$ cat src/rtl/stereo_tx_port.sv
module stereo_tx_port #(
  parameter int SW    = 16,
  parameter int DEPTH = 4,
  parameter int CW    = 16
) (
  input  logic          clk,
  input  logic          rst_n,
  input  logic          glb_en,
  input  logic          tx_en,
  input  logic          flush,
  input  logic [1:0]    fmt,
  input  logic          bclk_inv,
  input  logic          fclk_inv,
  input  logic          slave_mode,
  input  logic [3:0]    map_slot0,
  input  logic [3:0]    map_slot1,
  input  logic          bclk_tick,
  input  logic          push_valid,
  input  logic [2*SW-1:0] push_frame,
  input  logic          bclk_in,
  input  logic          fclk_in,
  input  logic          cnt_clr,
  output logic          data_req,
  output logic          buf_full,
  output logic          bclk_out,
  output logic          fclk_out,
  output logic          clk_drive,
  output logic          sdata,
  output logic          underrun,
  output logic [CW-1:0] tx_count
);
  localparam int AW = $clog2(DEPTH);
  localparam int KW = $clog2(SW) + 1;

  logic active;
  assign active = glb_en & tx_en;

  // frame buffer
  logic [2*SW-1:0] mem [DEPTH];
  logic [AW:0] wptr, rptr;
  logic empty, take, start;
  assign empty    = (wptr == rptr);
  assign buf_full = ((wptr - rptr) == (AW+1)'(DEPTH));
  assign data_req = active & ~buf_full;

  always_ff @(posedge clk) begin
    if (push_valid && glb_en && !buf_full && !flush)
      mem[wptr[AW-1:0]] <= push_frame;
  end

  always_ff @(posedge clk or negedge rst_n) begin
    if (!rst_n) begin
      wptr <= '0;
      rptr <= '0;
    end else if (flush) begin
      wptr <= '0;
      rptr <= '0;
    end else begin
      if (push_valid && glb_en && !buf_full) wptr <= wptr + 1'b1;
      if (take) rptr <= rptr + 1'b1;
    end
  end

  // clock generation / recovery
  logic       bck;
  logic [2:0] bsync;
  logic [1:0] fsync;
  logic       nb_now, nb_old, nf, ev;
  assign nb_now = bsync[1] ^ bclk_inv;
  assign nb_old = bsync[2] ^ bclk_inv;
  assign nf     = fsync[1] ^ fclk_inv;
  assign ev     = active & (slave_mode ? (nb_old & ~nb_now) : (bclk_tick & bck));

  always_ff @(posedge clk or negedge rst_n) begin
    if (!rst_n) begin
      bsync <= '0;
      fsync <= '0;
      bck   <= 1'b0;
    end else begin
      bsync <= {bsync[1:0], bclk_in};
      fsync <= {fsync[0], fclk_in};
      if (!active || slave_mode) bck <= 1'b0;
      else if (bclk_tick)        bck <= ~bck;
    end
  end

  // slot tracking
  logic [KW-1:0] k, nk;
  logic          slot, nslot;
  always_comb begin
    nk    = k;
    nslot = slot;
    if (slave_mode) begin
      if (nf != slot) begin
        nslot = nf;
        nk    = '0;
      end else if (k != KW'(SW)) begin
        nk = k + 1'b1;
      end
    end else if (k == KW'(SW-1)) begin
      nk    = '0;
      nslot = ~slot;
    end else begin
      nk = k + 1'b1;
    end
  end

  assign start = ev & ~nslot & (nk == '0);
  assign take  = start & ~empty;

  // sample selection through the channel map
  logic [SW-1:0] s0, s1, ld_l, ld_r, cur_l, cur_r, word, wsh;
  assign s0 = empty ? '0 : mem[rptr[AW-1:0]][SW-1:0];
  assign s1 = empty ? '0 : mem[rptr[AW-1:0]][2*SW-1:SW];
  assign ld_l = (map_slot0 == 4'd0) ? s0 : (map_slot0 == 4'd1) ? s1 : '0;
  assign ld_r = (map_slot1 == 4'd0) ? s0 : (map_slot1 == 4'd1) ? s1 : '0;
  assign word = nslot ? cur_r : (start ? ld_l : cur_l);
  assign wsh  = word << nk;

  logic lj_bit, i2s_bit, lj_next;
  assign lj_next = (nk < KW'(SW)) ? wsh[SW-1] : 1'b0;

  always_ff @(posedge clk or negedge rst_n) begin
    if (!rst_n) begin
      k       <= KW'(SW-1);
      slot    <= 1'b1;
      lj_bit  <= 1'b0;
      i2s_bit <= 1'b0;
      cur_l   <= '0;
      cur_r   <= '0;
    end else if (!active) begin
      k       <= KW'(SW-1);
      slot    <= 1'b1;
      lj_bit  <= 1'b0;
      i2s_bit <= 1'b0;
    end else if (ev) begin
      k       <= nk;
      slot    <= nslot;
      lj_bit  <= lj_next;
      i2s_bit <= lj_bit;
      if (start) begin
        cur_l <= ld_l;
        cur_r <= ld_r;
      end
    end
  end

  always_ff @(posedge clk or negedge rst_n) begin
    if (!rst_n)            underrun <= 1'b0;
    else if (flush)        underrun <= 1'b0;
    else if (start && empty) underrun <= 1'b1;
  end

  always_ff @(posedge clk or negedge rst_n) begin
    if (!rst_n)       tx_count <= '0;
    else if (cnt_clr) tx_count <= '0;
    else if (take)    tx_count <= tx_count + CW'(2);
  end

  assign sdata     = (fmt == 2'd1 || fmt == 2'd2) ? lj_bit : i2s_bit;
  assign clk_drive = ~slave_mode;
  assign bclk_out  = slave_mode ? 1'b0 : (bck ^ bclk_inv);
  assign fclk_out  = slave_mode ? 1'b0 : (slot ^ fclk_inv);

  assert_count_clear_R9: assert property (@(posedge clk) disable iff (!rst_n)
    cnt_clr |=> (tx_count == '0));
  assert_flush_empties_R7: assert property (@(posedge clk) disable iff (!rst_n)
    flush |=> (!buf_full && !underrun));
  assert_underrun_sticky_R8: assert property (@(posedge clk) disable iff (!rst_n)
    (underrun && !flush) |=> underrun);
  assert_idle_quiet_R6: assert property (@(posedge clk) disable iff (!rst_n)
    !active |=> (!lj_bit && !i2s_bit));
  assert_slot_only_on_edge_R4: assert property (@(posedge clk) disable iff (!rst_n)
    (active && $past(active) && !$past(ev)) |-> (slot == $past(slot)));
  assert_full_blocks_push_R10: assert property (@(posedge clk) disable iff (!rst_n)
    (buf_full && !take && !flush) |=> $stable(wptr));
endmodule

$ cat config.mk
export PLATFORM = sky130hd
export DESIGN_NAME = stereo_tx_port
export DESIGN_NICKNAME = d
export VERILOG_FILES = /design/src/rtl/stereo_tx_port.sv
export SDC_FILE = /design/constraint.sdc
export NUM_CORES = 1
export LEC_CHECK = 0
export ABC_AREA = 0
export BUFFER_PORTS_ARGS = -buffer_cell sky130_fd_sc_hd__buf_4
export CORE_MARGIN = 2
export CORE_UTILIZATION = 30
export DETAILED_ROUTE_END_ITERATION = 16
export HOLD_SLACK_MARGIN = 0.08
export SETUP_SLACK_MARGIN = 0.4
export SLEW_MARGIN = 10
export SYNTH_ARGS = -nofsm -noshare
export SYNTH_HDL_FRONTEND = slang
export SYNTH_SLANG_ARGS = --single-unit
$ cat constraint.sdc
create_clock -name clk -period 4.4 [get_ports clk]
set_input_delay 0.44 -clock clk [delete_from_list [all_inputs] [get_ports clk]]
set_output_delay 0.44 -clock clk [all_outputs]
set_load 0.1 [all_outputs]
# == Word-level counts from Yosys, hierarchy flattened ==
# Memory sizes are Yosys's and may differ from the RTL's.
# Cells that the tools add are included.
# op_classes
shift,1
n_addsub,5
n_mux,40
magnitude_cmp,1
n_reduce_logical,19
n_eq_ne,10
bitwise_logic,20
# op_table
cell,n
$mux W16,10
$mux W5,6
$mux W1,20
$add A16 B2 Y16 const B,1
$shl A16 B5 Y16,1
$mux W3,4
$reduce_bool A2 Y1,5
$and A1 B1 Y1,8
$eq A4 B1 Y1 const B,2
$logic_not A4 Y1,2
$not A1 Y1,7
$add A3 B1 Y3 const B,2
$add A5 B1 Y5 const B,1
$eq A5 B4 Y1 const B,1
$logic_not A5 Y1,1
$lt A5 B5 Y1 const B,1
$ne A5 B5 Y1 const B,1
$xor A1 B1 Y1,5
$logic_and A1 B1 Y1,4
$eq A3 B3 Y1,1
$eq A3 B3 Y1 const B,1
$logic_not A1 Y1,3
$reduce_and A3 Y1,1
$sub A3 B3 Y3,1
other kinds (6),7
# word_totals
input_bits,55
out_inout_bits,23
ramBits,128
reg_bits,69
n_memories,1
word_cells,110
# memory_table
name,words,word_bits,read_ports,rd_clocked_by_memory_dff,wr,line_no,text
mem,4,32,1,0,1,39,logic [2*SW-1:0] mem [DEPTH];

# == Logic depth before layout (Yosys ltp) ==
# depth
ltp_word,13
mapped_depth,15
depth_no_buf,12

# == Worst setup path after synthesis ==
# Ideal clock, no wire load.
# synth_path
path_kind,reg-to-output
start,register rptr[1]
end,output port data_req
required_ps,3960
path_stages_with_launch,9
path_slack_ps,295
n_path_buf,3
arrival_ps,3665
path_cell_list,dfrtp_1 > clkbuf_1 > clkbuf_1 > buf_1 > inv_1 > ha_1 > and2_1 > and2_1 > nor2_1
# synth_via
elab_chain_cells,4
# synth_rtl
item,line_no,text
from (decl),40,"logic [AW:0] wptr, rptr;"
from (signal assigned),60,if (take) rptr <= rptr + 1'b1;
$sub A3 B3 Y3,43,assign buf_full = ((wptr - rptr) == (AW+1)'(DEPTH));
$eq A3 B3 Y1,43,
via buf_full,24,"output logic buf_full,"
$not A1 Y1,44,assign data_req = active & ~buf_full;
$and A1 B1 Y1,44,
to (decl),23,"output logic data_req,"
# The timed path passes the listed nets, and every way through them passes these cells.

# == Worst setup path after layout ==
# layout_path
start,register k[0]
end,register lj_bit
# layout_via
elab_chain_cells,12
elab_cells_between_ends,20
classes_between,1 x add/sub; 1 x order compare; 2 x eq/ne; 1 x shift; 11 x mux; 3 x bitwise; 1 x reduce/logical
# layout_rtl
item,line_no,text
from (decl),88,"logic [KW-1:0] k, nk;"
from (signal assigned),125,k <= KW'(SW-1);
from (signal assigned),132,k <= KW'(SW-1);
from (signal assigned),137,k <= nk;
$add A5 B1 Y5 (tied with other cells),"98, 104",
$mux W5 / $mux W1 (equally long branches),"97, 100",
$mux W5 / $mux W1 (equally long branches),"94, 93",
$mux W5 / $not A1 Y1 (equally long branches),"93, 108",
$logic_not A5 Y1 / $and A1 B1 Y1 (equally long branches),108,assign start = ev & ~nslot & (nk == '0);
$and A1 B1 Y1,108,
$mux W16,--,
$mux W16,117,assign word = nslot ? cur_r : (start ? ld_l : cur_l);
$shl A16 B5 Y16,118,assign wsh = word << nk;
$mux W1 *,121,assign lj_next = (nk < KW'(SW)) ? wsh[SW-1] : 1'b0;
$mux W1 *,136,end else if (ev) begin
$mux W1 *,131,end else if (!active) begin
to (signal assigned),139,lj_bit <= lj_next;
to (decl),120,"logic lj_bit, i2s_bit, lj_next;"
# Mark *: on every way between the ends. The rest lies on a longest branch, timed or not. The select of a mux whose other input is x is not followed.
# A chain may end at the register's enable or synchronous reset.

==> flow_metrics.tcl <==
set metrics [dict create \
    status "complete, no violations" \
    critPathCaptureType "flop" \
    place_congestion 0.821 \
    cts_setup_buffers 0 \
    max_cap_viol_count 0 \
    grt_pass1_vias 5118 \
    final-setup-viol-count 0 \
    rows 61 \
    drive_above_1_share 0.260 \
    layout_min_cycle_time_ps 3700 \
    rsz0062_at_grt "false" \
    holdBufCountCts 0 \
    report.final.slew_viol_count 0 \
    final.setup.tns_ps 0 \
    first_pass_iters 4 \
    cp-start-kind "flop" \
    synthTopCellsByArea "edfxtp_1 45%, dfrtp_1 18%, mux4_2 8.4%, nor2_1 2.2%, ha_1 2.0%" \
    die_width_um 173 \
    synth_flop_cell "edfxtp_1" \
    cp_slowest_cell "dfstp_2" \
    drcViolationCount 0 \
    crit_type "reg -> reg" \
    placed_area_sq_um 9530 \
    p_per_area_nw_per_um2 418 \
    yosysUniqueCellTypes 61 \
    critPathMaxStageDelay_ps 630 \
    synthArstFlopShare 0.347 \
    worstPathCellList "ha_1 -> nand3_1 -> inv_1 -> ha_1 -> and3b_1 -> a221o_1 -> or4_4 -> nor3_4 -> buf_6 -> mux2_2 -> a21oi_1 -> o211ai_1 -> a211o_1" \
    wire_per_inst_um 17.3 \
    cts_tree "yes" \
    path_clk_slew_ps 80 \
    maxSlewHeadroom 0.361 \
    hold_viol 0 \
    synth_edf_count 128 \
    antenna_found_initial 0 \
    cts_resized 0 \
    ff2ff_path_depth 13 \
    min_period_over_period 0.842 \
    cts_buffers 17 \
    cpMostUsedCell "ha_1" \
    final_nets 726 \
    die_y_um 173 \
    fmax_ghz 0.270 \
    via_per_inst 4.81 \
    crit_arrival_ps 4030 \
    leakagePower_nw 3.74 \
    portBuffers 76 \
    crit_required_ps 4730 \
    hold_path_class "in -> async" \
    io_pins 78 \
    synth_top_cell_area_share 0.450 \
    die-area_sq_um 29900 \
    vias 5038 \
    r2r_start "k[0]" \
    grt_pass1_wl_um 29300 \
    drt-total-wl_um 18200 \
    fillers 2706 \
    start_util 0.306 \
    cts_sinks 196 \
    ys_warn_count 0 \
    syn-mean-instance-area_sq_um 14.7 \
    syn_to_final_growth_pct 19.3 \
    grtUsageTotal 0.127 \
    max-vdd-ir-drop_mv 0.245 \
    core_area_sq_um 27900 \
    yosysMostFrequentCell "edfxtp_1" \
    clock_skew_ps 15.0 \
    synth_common_cells "128 x edfxtp_1, 63 x dfrtp_1, 50 x nor2_1" \
    synth_area_sq_um 8550 \
    grt_max_degree 69 \
    clk_latency_ps 440 \
    overflow 0 \
    rrSetupSlack_ps 700 \
    cts_root_buffer "clkbuf_16" \
    place_hpwl_um 11600 \
    drtAntennaViolNets 0 \
    ys_seq_area_frac 0.649 \
    antennaDiodeCount 0 \
    r2r-end "lj_bit" \
    fin_area_sq_um 10200 \
    yosysTopAreaCell "edfxtp_1" \
    synthesis.instances 582 \
    ys_seq_elements 196 \
    tightest_slew_ps 955 \
    htreeDepth 4 \
    crit_fanout 34 \
    clk_path_buf_depth 2 \
    drt_iter0_drc 392 \
    syn_nets 651 \
]
[worst max path at each step]
stage / start / endpoint / slack, ps / cells after the start
floorplan: rptr[1] / mem[3][0] / 520 / 9
global placement: fclk_inv / lj_bit / 710 / 12
detailed placement: k[0] / lj_bit / 640 / 13
CTS: k[0] / lj_bit / 620 / 13
global route: k[0] / lj_bit / 460 / 13
finish: k[0] / lj_bit / 700 / 13
[where the power goes]
| part | internal [mW] | switching, mW |
|---|---|---|
| combinational | 0.174 | 0.224 |
| clock | 0.901 | 0.802 |
| sequential | 2.09 | 0.0655 |
[cell usage in the layout (no fill, tap or decap), types with 10 or more instances in the layout]
master | synthesis | layout
a22oi_1 | 17 | 17
nor2_1 | 50 | 49
inv_1 | 17 | 17
xnor2_1 | 13 | 13
a21oi_1 | 27 | 27
edfxtp_1 | 128 | 128
xor2_1 | 12 | 12
nand2_1 | 37 | 37
mux4_2 | 32 | 32
clkbuf_16 | 0 | 17
ha_1 | 14 | 14
nand3_1 | 10 | 10
o221ai_1 | 11 | 11
mux2i_1 | 12 | 12
buf_4 | 1 | 87
dfrtp_1 | 63 | 62
o21a_1 | 13 | 13
[critical path: cells and delay by family (launching register included)]
kind,cells,cell delay (ps)
fa+ha+maj,2,360
compound gates,4,870
buf+inv,2,360
flops,1,630
mux,1,370
simple gates,4,1000
[cell families (layout without fill, tap and decap cells)]
| group | after synthesis | count (layout) | synth area share |
|---|---|---|---|
| buf+inv | 49 | 137 | 0.0253 |
| mux | 49 | 49 | 0.105 |
| other cells | 1 | 1 | 0.000439 |
| flops | 196 | 196 | 0.649 |
| compound gates | 109 | 109 | 0.0916 |
| xor+xnor | 25 | 25 | 0.0256 |
| fa+ha+maj | 14 | 14 | 0.0205 |
| simple gates | 139 | 139 | 0.0821 |
[per-stage QoR]
step / std cells / utilization / hold slack, ps / power [mW] / setup slack, ps
2_1_floorplan: 582 / - / 144 / 2.45 / 518
3_5_place_dp: 1016 / 0.341 / 345 / 2.60 / 644
4_1_cts: 1048 / 0.365 / 98.1 / 4.31 / 621
3_3_place_gp: 1016 / 0.341 / 333 / 2.59 / 710
6_report: 1048 / 0.365 / 116 / 4.26 / 696
5_1_grt: 1048 / 0.365 / 95.6 / 4.43 / 460
[state kept, by name (all words and copies together) (netlist names)]
name and flops:
rptr 3, bck 1, wptr 3, cur_r 16, k 5, mem 128
lj_bit 1, bsync 3, cur_l 16, slot 1, fsync 2, tx_count 15
underrun 1, i2s_bit 1
[area by class of cell]
cell class                      count  area (sq um)  area share
Clock buffer                       17           425      0.0417
Multi-Input combinational cell    337          2780       0.273
Clock inverter                     15           236      0.0232
Tap cell                          378           473      0.0464
Sequential cell                   196          5550       0.544
Timing Repair Buffer               88           664      0.0651
Inverter                           17          63.8     0.00626
[per-layer routing]
metal / share of wire / global-route usage / vias to the layer above
li1: - / - / 2375
met1: 0.47 / 0.172 / 2530
met2: 0.48 / 0.205 / 119
met3: 0.044 / 0.0281 / 14
met4: 0.011 / 0.0343 / 0
met5: 0 / 0 / -
(Power assumes the default switching activity.)
